`src/rtl/mmd_bridge_pkg.sv`:
```
`timescale 1ns/1ps
package mmd_bridge_pkg;
  localparam int REG_W = 16;
  localparam int MA_W  = 5;
  localparam int DEV_W = 5;

  typedef enum logic [1:0] {
    FN_ADDR        = 2'd0,
    FN_DATA        = 2'd1,
    FN_DATA_INC_RW = 2'd2,
    FN_DATA_INC_WR = 2'd3
  } mmd_fn_e;

  // power-on value of LED configuration register at offset idx
  function automatic logic [7:0] led_reset_val(input int idx);
    case (idx)
      0: return 8'hC5;
      1: return 8'h67;
      2: return 8'h70;
      3: return 8'h03;
      4: return 8'h20;
      5: return 8'h00;
      6: return 8'h40;
      7: return 8'h00;
      8: return 8'h40;
      9: return 8'h20;
      default: return 8'h00;
    endcase
  endfunction
endpackage

```
`src/rtl/mmd_win_ctrl.sv`:
```
`timescale 1ns/1ps
module mmd_win_ctrl
  import mmd_bridge_pkg::*;
#(
  parameter int PTR_W = 16
) (
  input  logic             clk_i,
  input  logic             rst_ni,
  input  logic             ctrl_we_i,
  input  logic             data_we_i,
  input  logic             data_re_i,
  input  logic [REG_W-1:0] wdata_i,
  output mmd_fn_e          fn_o,
  output logic [DEV_W-1:0] dev_o,
  output logic [PTR_W-1:0] ptr_o
);
  mmd_fn_e          fn_q;
  logic [DEV_W-1:0] dev_q;
  logic [PTR_W-1:0] ptr_q;
  logic             inc;

  always_ff @(posedge clk_i or negedge rst_ni) begin
    if (!rst_ni) begin
      fn_q  <= FN_ADDR;
      dev_q <= '0;
    end else if (ctrl_we_i) begin
      fn_q  <= mmd_fn_e'(wdata_i[REG_W-1 -: 2]);
      dev_q <= wdata_i[DEV_W-1:0];
    end
  end

  always_comb begin
    inc = 1'b0;
    unique case (fn_q)
      FN_DATA_INC_RW: inc = data_we_i | data_re_i;
      FN_DATA_INC_WR: inc = data_we_i;
      default:        inc = 1'b0;
    endcase
  end

  always_ff @(posedge clk_i or negedge rst_ni) begin
    if (!rst_ni)                          ptr_q <= '0;
    else if (data_we_i && fn_q == FN_ADDR) ptr_q <= wdata_i[PTR_W-1:0];
    else if (inc)                         ptr_q <= ptr_q + 1'b1;
  end

  assign fn_o  = fn_q;
  assign dev_o = dev_q;
  assign ptr_o = ptr_q;
endmodule

```
`src/rtl/mmd_ext_store.sv`:
```
`timescale 1ns/1ps
module mmd_ext_store
  import mmd_bridge_pkg::*;
#(
  parameter int          PTR_W    = 16,
  parameter int          DATA_W   = 8,
  parameter int          NUM_REGS = 10,
  parameter logic [15:0] BASE     = 16'h01E0
) (
  input  logic              clk_i,
  input  logic              rst_ni,
  input  logic              we_i,
  input  logic [PTR_W-1:0]  addr_i,
  input  logic [DATA_W-1:0] wdata_i,
  output logic              hit_o,
  output logic [DATA_W-1:0] rdata_o
);
  localparam int IDX_W = (NUM_REGS > 1) ? $clog2(NUM_REGS) : 1;

  logic [PTR_W-1:0]  offs;
  logic [IDX_W-1:0]  idx;
  logic [DATA_W-1:0] regs_q [NUM_REGS];

  assign offs  = addr_i - PTR_W'(BASE);
  assign hit_o = (addr_i >= PTR_W'(BASE)) && (offs < PTR_W'(NUM_REGS));
  assign idx   = offs[IDX_W-1:0];

  for (genvar g = 0; g < NUM_REGS; g++) begin : g_reg
    always_ff @(posedge clk_i or negedge rst_ni) begin
      if (!rst_ni)                                  regs_q[g] <= DATA_W'(led_reset_val(g));
      else if (we_i && hit_o && idx == IDX_W'(g))   regs_q[g] <= wdata_i;
    end
  end

  always_comb begin
    rdata_o = '0;
    for (int i = 0; i < NUM_REGS; i++)
      if (hit_o && idx == IDX_W'(i)) rdata_o = regs_q[i];
  end
endmodule

```
`src/rtl/mmd_bridge.sv`:
```
`timescale 1ns/1ps
module mmd_bridge
  import mmd_bridge_pkg::*;
#(
  parameter logic [MA_W-1:0]  CTRL_ADDR = 5'h0D,
  parameter logic [MA_W-1:0]  DATA_ADDR = 5'h0E,
  parameter logic [DEV_W-1:0] DEV_ID    = 5'h1F,
  parameter int               DATA_W    = 8,
  parameter int               NUM_REGS  = 10,
  parameter logic [15:0]      BASE      = 16'h01E0
) (
  input  logic             clk_i,
  input  logic             rst_ni,
  input  logic             req_valid_i,
  input  logic             req_write_i,
  input  logic [MA_W-1:0]  req_addr_i,
  input  logic [REG_W-1:0] req_wdata_i,
  output logic             rsp_valid_o,
  output logic [REG_W-1:0] rsp_rdata_o
);
  localparam int PTR_W = REG_W;
  localparam int RSV_W = REG_W - 2 - DEV_W;

  mmd_fn_e           fn_q;
  logic [DEV_W-1:0]  dev_q;
  logic [PTR_W-1:0]  ptr_q;
  logic              ctrl_we, data_we, data_re, rd_req;
  logic              dev_hit, st_hit, st_we;
  logic [DATA_W-1:0] st_rdata;
  logic [REG_W-1:0]  rd_mux;
  logic              rsp_valid_q;
  logic [REG_W-1:0]  rsp_rdata_q;

  assign rd_req  = req_valid_i && !req_write_i;
  assign ctrl_we = req_valid_i && req_write_i && req_addr_i == CTRL_ADDR;
  assign data_we = req_valid_i && req_write_i && req_addr_i == DATA_ADDR;
  assign data_re = rd_req && req_addr_i == DATA_ADDR && fn_q != FN_ADDR;
  assign dev_hit = dev_q == DEV_ID;
  assign st_we   = data_we && fn_q != FN_ADDR && dev_hit;

  mmd_win_ctrl #(.PTR_W(PTR_W)) u_ctrl (
    .clk_i    (clk_i),
    .rst_ni   (rst_ni),
    .ctrl_we_i(ctrl_we),
    .data_we_i(data_we),
    .data_re_i(data_re),
    .wdata_i  (req_wdata_i),
    .fn_o     (fn_q),
    .dev_o    (dev_q),
    .ptr_o    (ptr_q)
  );

  mmd_ext_store #(
    .PTR_W   (PTR_W),
    .DATA_W  (DATA_W),
    .NUM_REGS(NUM_REGS),
    .BASE    (BASE)
  ) u_store (
    .clk_i  (clk_i),
    .rst_ni (rst_ni),
    .we_i   (st_we),
    .addr_i (ptr_q),
    .wdata_i(req_wdata_i[DATA_W-1:0]),
    .hit_o  (st_hit),
    .rdata_o(st_rdata)
  );

  always_comb begin
    rd_mux = '0;
    if (req_addr_i == CTRL_ADDR)
      rd_mux = {fn_q, {RSV_W{1'b0}}, dev_q};
    else if (req_addr_i == DATA_ADDR) begin
      if (fn_q == FN_ADDR)        rd_mux = ptr_q;
      else if (dev_hit && st_hit) rd_mux = REG_W'(st_rdata);
    end
  end

  always_ff @(posedge clk_i or negedge rst_ni) begin
    if (!rst_ni) begin
      rsp_valid_q <= 1'b0;
      rsp_rdata_q <= '0;
    end else begin
      rsp_valid_q <= rd_req;
      if (rd_req) rsp_rdata_q <= rd_mux;
    end
  end

  assign rsp_valid_o = rsp_valid_q;
  assign rsp_rdata_o = rsp_rdata_q;
endmodule

```
`config.mk`:
```
export PLATFORM = sky130hd
export DESIGN_NAME = mmd_bridge
export DESIGN_NICKNAME = d
export VERILOG_FILES = /design/src/rtl/mmd_bridge_pkg.sv /design/src/rtl/mmd_win_ctrl.sv /design/src/rtl/mmd_ext_store.sv /design/src/rtl/mmd_bridge.sv
export SDC_FILE = /design/constraint.sdc
export NUM_CORES = 1
export LEC_CHECK = 0
export CORE_UTILIZATION = 50
export CTS_CLUSTER_DIAMETER = 100
export DETAILED_ROUTE_END_ITERATION = 6
export GPL_TIMING_DRIVEN = 0
export PLACE_DENSITY = 0.66
export SYNTH_ARGS = -nofsm -noshare
export SYNTH_HDL_FRONTEND = slang
export SYNTH_SLANG_ARGS = --single-unit
export TNS_END_PERCENT = 5
```
`constraint.sdc`:
```
create_clock -name clk_i -period 4.9 [get_ports clk_i]
set_input_delay 1.225 -clock clk_i [delete_from_list [all_inputs] [get_ports clk_i]]
set_output_delay 1.225 -clock clk_i [all_outputs]
set_load 0.01 [all_outputs]
```
# --- After elaboration in Yosys (flattened, before gate mapping) ---
# Cells that the tools add are included.
op_classes:
  reduce_logical: 37
  eq_ne: 14
  bitwise_logic: 1
  order_cmp: 2
  add_sub_neg: 2
  mux: 17
ops:
  columns: ["operator", "count"]
  rows:
  - ["$mux 8", 11]
  - ["$mux 16", 5]
  - ["$logic_and 1x1->1", 32]
  - ["$add 16x1->16 const B", 1]
  - ["$eq 4x3->1 const B", 4]
  - ["$ge 16x9->1 const B", 1]
  - ["$lt 16x4->1 const B", 1]
  - ["$sub 16x9->16 const B", 1]
  - ["$eq 5x4->1 const B", 2]
  - ["$eq 4x2->1 const B", 2]
  - ["$eq 4x4->1 const B", 2]
  - ["$eq 5x5->1 const B", 1]
  - ["$eq 2x2->1 const B", 2]
  - ["$eq 4x1->1 const B", 1]
  - ["$logic_not 4->1", 1]
  - ["$reduce_bool 2->1", 2]
  - ["$logic_not 2->1", 1]
  - ["$pmux 1 s2", 1]
  - ["$logic_not 1->1", 1]
  - ["$or 1x1->1", 1]
word_totals:
  out_inout_bits: 17
  elab_cells: 88
  regBits: 120
  inputBits: 25

# --- Depth between registers and ports, before layout ---
logic_depth:
  ltp_word: 18
  depth_mapped: 9

# --- Modules after synthesis ---
# Synthesis repeated with hierarchy kept, for this count alone.
hier_totals:
  cells_unflattened: 552
  area_unflattened_um2: 6412.4
modules_own_cells:
  columns: ["mod", "seq_area_each_um2", "cells_per_inst", "area_per_inst_um2", "instances"]
  rows:
  - ["mmd_ext_store", 2024.4, 345, 4294.1, 1]
  - ["mmd_win_ctrl", 575.6, 138, 1270.0, 1]
  - ["mmd_bridge", 425.4, 69, 848.3, 1]

# --- Least setup slack after synthesis ---
# OpenSTA, ideal clock, no wires.
synth_timing:
  path_kind: "input port to flip-flop"
  startpoint: "input req_addr_i[4]"
  endpoint: "register u_store.regs_q[75] in the netlist's numbering"
  setup_ns: 0.128
  setup_slack_ns: 2.120
  arrival_ns: 2.652
  path_buffers: 2
  stages: 7
  path_cell_list: "nand3b_1 > nor4_1 > o2111a_1 > buf_6 > buf_8 > nand4_4 > mux2_1"
synth_between:
  elab_chain_len: 6
synth_rtl:
  columns: ["item", "line", "rtl"]
  rows:
  - ["from (decl)", "mmd_bridge.sv:16", "input logic [MA_W-1:0] req_addr_i,"]
  - ["$eq 5x4->1", "mmd_bridge.sv:36", "assign data_we = req_valid_i && req_write_i && req_addr_i == DATA_ADDR;"]
  - ["$logic_and 1x1->1", "mmd_bridge.sv:36", null]
  - ["$logic_and 1x1->1 (2 in a row)", "mmd_bridge.sv:39", "assign st_we = data_we && fn_q != FN_ADDR && dev_hit;"]
  - ["$logic_and 1x1->1 (2 in a row)", "mmd_ext_store.sv:31", "else if (we_i && hit_o && idx == IDX_W'(g)) regs_q[g] <= wdata_i;"]
  - ["to (signal, indexed assignment)", "mmd_ext_store.sv:30", "if (!rst_ni) regs_q[g] <= DATA_W'(led_reset_val(g));"]
  - ["to (signal, indexed assignment)", "mmd_ext_store.sv:31", null]
  - ["to (decl)", "mmd_ext_store.sv:22", "logic [DATA_W-1:0] regs_q [NUM_REGS];"]
# No other way between the ends.
# A chain may end at the register's enable or synchronous reset.

# --- Worst setup path in the final report ---
layout_timing:
  startpoint: "input req_write_i"
  endpoint: "register u_ctrl.ptr_q[2] (netlist: u_ctrl.ptr_o[2])"
layout_between:
  elab_chain_len: 7
  word_cells_on_any_way: 11
layout_rtl:
  columns: ["item", "line", "rtl"]
  rows:
  - ["from (decl)", "mmd_bridge.sv:15", "input logic req_write_i,"]
  - ["$logic_not 1->1", "mmd_bridge.sv:34", "assign rd_req = req_valid_i && !req_write_i;"]
  - ["$logic_and 1x1->1", "mmd_bridge.sv:34", null]
  - ["$logic_and 1x1->1 (2 in a row)", "mmd_bridge.sv:37", "assign data_re = rd_req && req_addr_i == DATA_ADDR && fn_q != FN_ADDR;"]
  - ["$or 1x1->1", "mmd_win_ctrl.sv:35", "FN_DATA_INC_RW: inc = data_we_i | data_re_i;"]
  - ["$pmux 1 s2", "mmd_win_ctrl.sv:34", "unique case (fn_q)"]
  - ["$reduce_bool 2->1 (no source line)", null, null]
  - ["to (signal assigned)", "mmd_win_ctrl.sv:43", "else if (data_we_i && fn_q == FN_ADDR) ptr_q <= wdata_i[PTR_W-1:0];"]
  - ["to (signal assigned)", "mmd_win_ctrl.sv:44", "else if (inc) ptr_q <= ptr_q + 1'b1;"]
  - ["to (decl)", "mmd_win_ctrl.sv:19", "logic [PTR_W-1:0] ptr_q;"]
# Several ways; a longest one is shown, not always the timed one.

==> impl_results.md <==
- Hold WS: 460 ps
- Vias per cell: 6.09
- Synth Instances: 584
- Max FO, Critical Path: 10
- Synth area leaders: dfrtp_1 (40%), mux2_2 (15%), dfstp_2 (7.4%), a21oi_1 (2.8%), nand2_1 (2.4%)
- DRC Markers: 0
- DP Worst Slack: 1130 ps
- Clk buf depth: 2
- YS warnings: 0
- Most frequent cells in the layout: dfrtp_1 (102), mux2_2 (85), nand2_1 (41)
- DIE HEIGHT: 115 um
- Reg clk slew, reported paths: 60 ps
- Final Hold Violating Endpoints: 0
- Grt ovf: 0
- Num CTS Buffers: 17
- Clock latency at the later pin of the worst-skew pair: 430 ps
- Final ANT Viol Nets: 0
- Reg2Reg Setup Slack: 1970 ps
- Crit path from: req_write_i
- Post-synth EDFFs: 0
- CP endpoint: u_ctrl.ptr_o[2]$_DFFE_PN0P_
- Worst min path class: reg -> reg
- Hold_buf cts: 0
- First-pass GRT wire length: 27400 um
- R2R depth: 6
- Fmax achieved: 0.300 GHz
- Postcts setup bufs: 0
- Vias in the first global route: 5018
- Placed inst area: 7000 um2
- Mapped Nets: 614
- Met1 WL: 7370 um
- Full die area: 13200 um2
- Synth top area share: 40.2%
- Max_cap viols: 0
- Required time of the critical path: 5190 ps
- Post-synth top flop: dfrtp_1
- Met3 wire length: 863 um
- Io pins: 42
- Final Cell Area: 7630 um2
- Antenna diode count: 0
- CTS tree: yes
- Crit path DAT: 3620 ps
- Leak Pwr: 3.42 nW
- Vias: 5027
- Post_cts resized: 0
- Share of cells above drive strength 1: 25.2%
- Slew @ Worst Pin: 1090 ps
- Drt initial violations: 368
- Commonest non-fill, non-tap cell in the layout: dfrtp_1
- Min Tclk post-route: 3330 ps
- Post-Route WL: 17200 um
- Die width: 115 um
- Syn_area_per_cell: 10.9 um2
- Fill cells: 1046
- Relative slew slack: 27.4%
- Clock skew: 7.03 ps
- Fin crit share: 68.0%
- Area Overhead vs Synth: 20.1%
- Post-Syn Area: 6350 um2
- Wire per inst: 20.8 um
- Beginning of the worst register-to-register path: u_ctrl.ptr_o[0]$_DFFE_PN0P_
- Async SR Flop Fraction: 100%
- Rows: 40
- Setup TNS: 0 ps
- Final Setup Violations: 0
- Core Area: 12200 um2
- Yosys cell types: 66
- Clock root cell: clkbuf_16
- Register area share after synthesis: 47.7%
- Port-buffer cells: 41
- Crit path kind: in -> reg
- Pwr per Cell Area: 360 nW/um2
- Worst setup EP type: flip-flop
- Hold path depth: 2
- DR top layer: met4
- Worst VDD drop: 0.275 mV
- Critical path startpoint category: primary input
- Yosys reg bits: 120
- CTS Sinks: 120
- RSZ-0062 raised after global routing: no
- Htree depth: 4
- Initial antenna violation count: 0
- Largest net degree at the start of global routing: 66
- Max-slew violations: 0
- Reg2Reg Capture Point: u_store.regs_q[31]$_DFFE_PN0P_
- All-Layer GR Usage: 28.6%
- NumNets Final: 675
- Routability cong.: 0.913
- Worst setup margin: 1570 ps
- DR pass1 iterations: 7
- Initial Utilization: 52.0%
- Status: finished, final reports clean
- Most area-hungry cell type in the Yosys netlist: dfrtp_1
- Detailed-routed wire length on met2: 8300 um
- HPWL after DPL: 12000 um
-- state kept, by name, indices dropped and copies added (netlist names) --
signal,count
u_store.regs_q,80
rsp_rdata_o,16
u_ctrl.ptr_o,16
u_ctrl.dev_o,5
u_ctrl.fn_o,2
rsp_valid_o,1
-- power breakdown --
group | internal (mW) | switching (mW) | leakage, nW | total, mW
Clock | 0.850 | 0.470 | 0.295 | 1.32
Combinational | 0.141 | 0.243 | 1.54 | 0.385
Sequential | 1.01 | 0.0252 | 1.58 | 1.04
Total | 2.00 | 0.739 | 3.42 | 2.74
-- per-stage QoR --
step	instances	total power [mW]	utilization [%]
after floorplan	584	1.27	-
after global placement	793	1.43	57.1
after detailed placement	794	1.43	57.3
after CTS	826	2.76	62.5
after global routing	826	2.84	62.5
final	826	2.74	62.5
-- metal layers --
layer	global-route usage, %	vias to the layer above
met5	0	-
met4	13.9	0
met3	6.72	44
met2	47.0	163
met1	35.4	2516
li1	-	2304
-- layout make-up --
cell class                      count  area, um2  share of cell area [%]
Tap cell                          168        210                    2.76
Multi-Input combinational cell    404       3060                    40.2
Clock buffer                       17        425                    5.58
Inverter                           11       41.3                   0.541
Sequential cell                   120       3030                    39.7
Timing Repair Buffer               42        439                    5.76
Buffer                             49        219                    2.87
Clock inverter                     15        204                    2.67
-- how the worst min path moves through the flow --
stage,start,end
finish,rsp_rdata_o[13]$_DFFE_PN0P_,rsp_rdata_o[13]$_DFFE_PN0P_
global route,rsp_rdata_o[12]$_DFFE_PN0P_,rsp_rdata_o[12]$_DFFE_PN0P_
floorplan,u_store.regs_q[75]$_DFFE_PN0P_,u_store.regs_q[75]$_DFFE_PN0P_
detailed placement,rsp_rdata_o[11]$_DFFE_PN0P_,rsp_rdata_o[11]$_DFFE_PN0P_
CTS,rsp_rdata_o[11]$_DFFE_PN0P_,rsp_rdata_o[11]$_DFFE_PN0P_
global placement,rsp_rdata_o[8]$_DFFE_PN0P_,rsp_rdata_o[8]$_DFFE_PN0P_
-- synth_stat cells, drive strengths merged, types with 7 or more instances --
master and count:
a221oi 10, dfrtp 102, nand2 41, nor2b 18
nand3 16, buf 17, o31ai 7, dfstp 18
nand3b 7, mux2 87, nor3 12, a21oi 36
nor2 21, a32oi 12, o21ai 29, nand2b 9
nand4 12, inv 10, clkbuf 32
-- worst max-delay path, stage by stage --
cell and delay [ps]:
clkdlybuf4s50_1 530, nand2_1 80, a2111oi_1 980, clkbuf_1 470, o21ai_0 160, nand2_1 90
o21ai_0 80
-- kinds of logic after synthesis --
| family | share of synthesized area (%) |
|---|---|
| buf+inv | 4.10 |
| fa+ha+maj | 0.985 |
| xor+xnor | 0.276 |
| mux | 15.9 |
| flops | 47.7 |
| simple gates | 15.5 |
| compound gates | 15.6 |
Power figures use the tool's default switching activity.
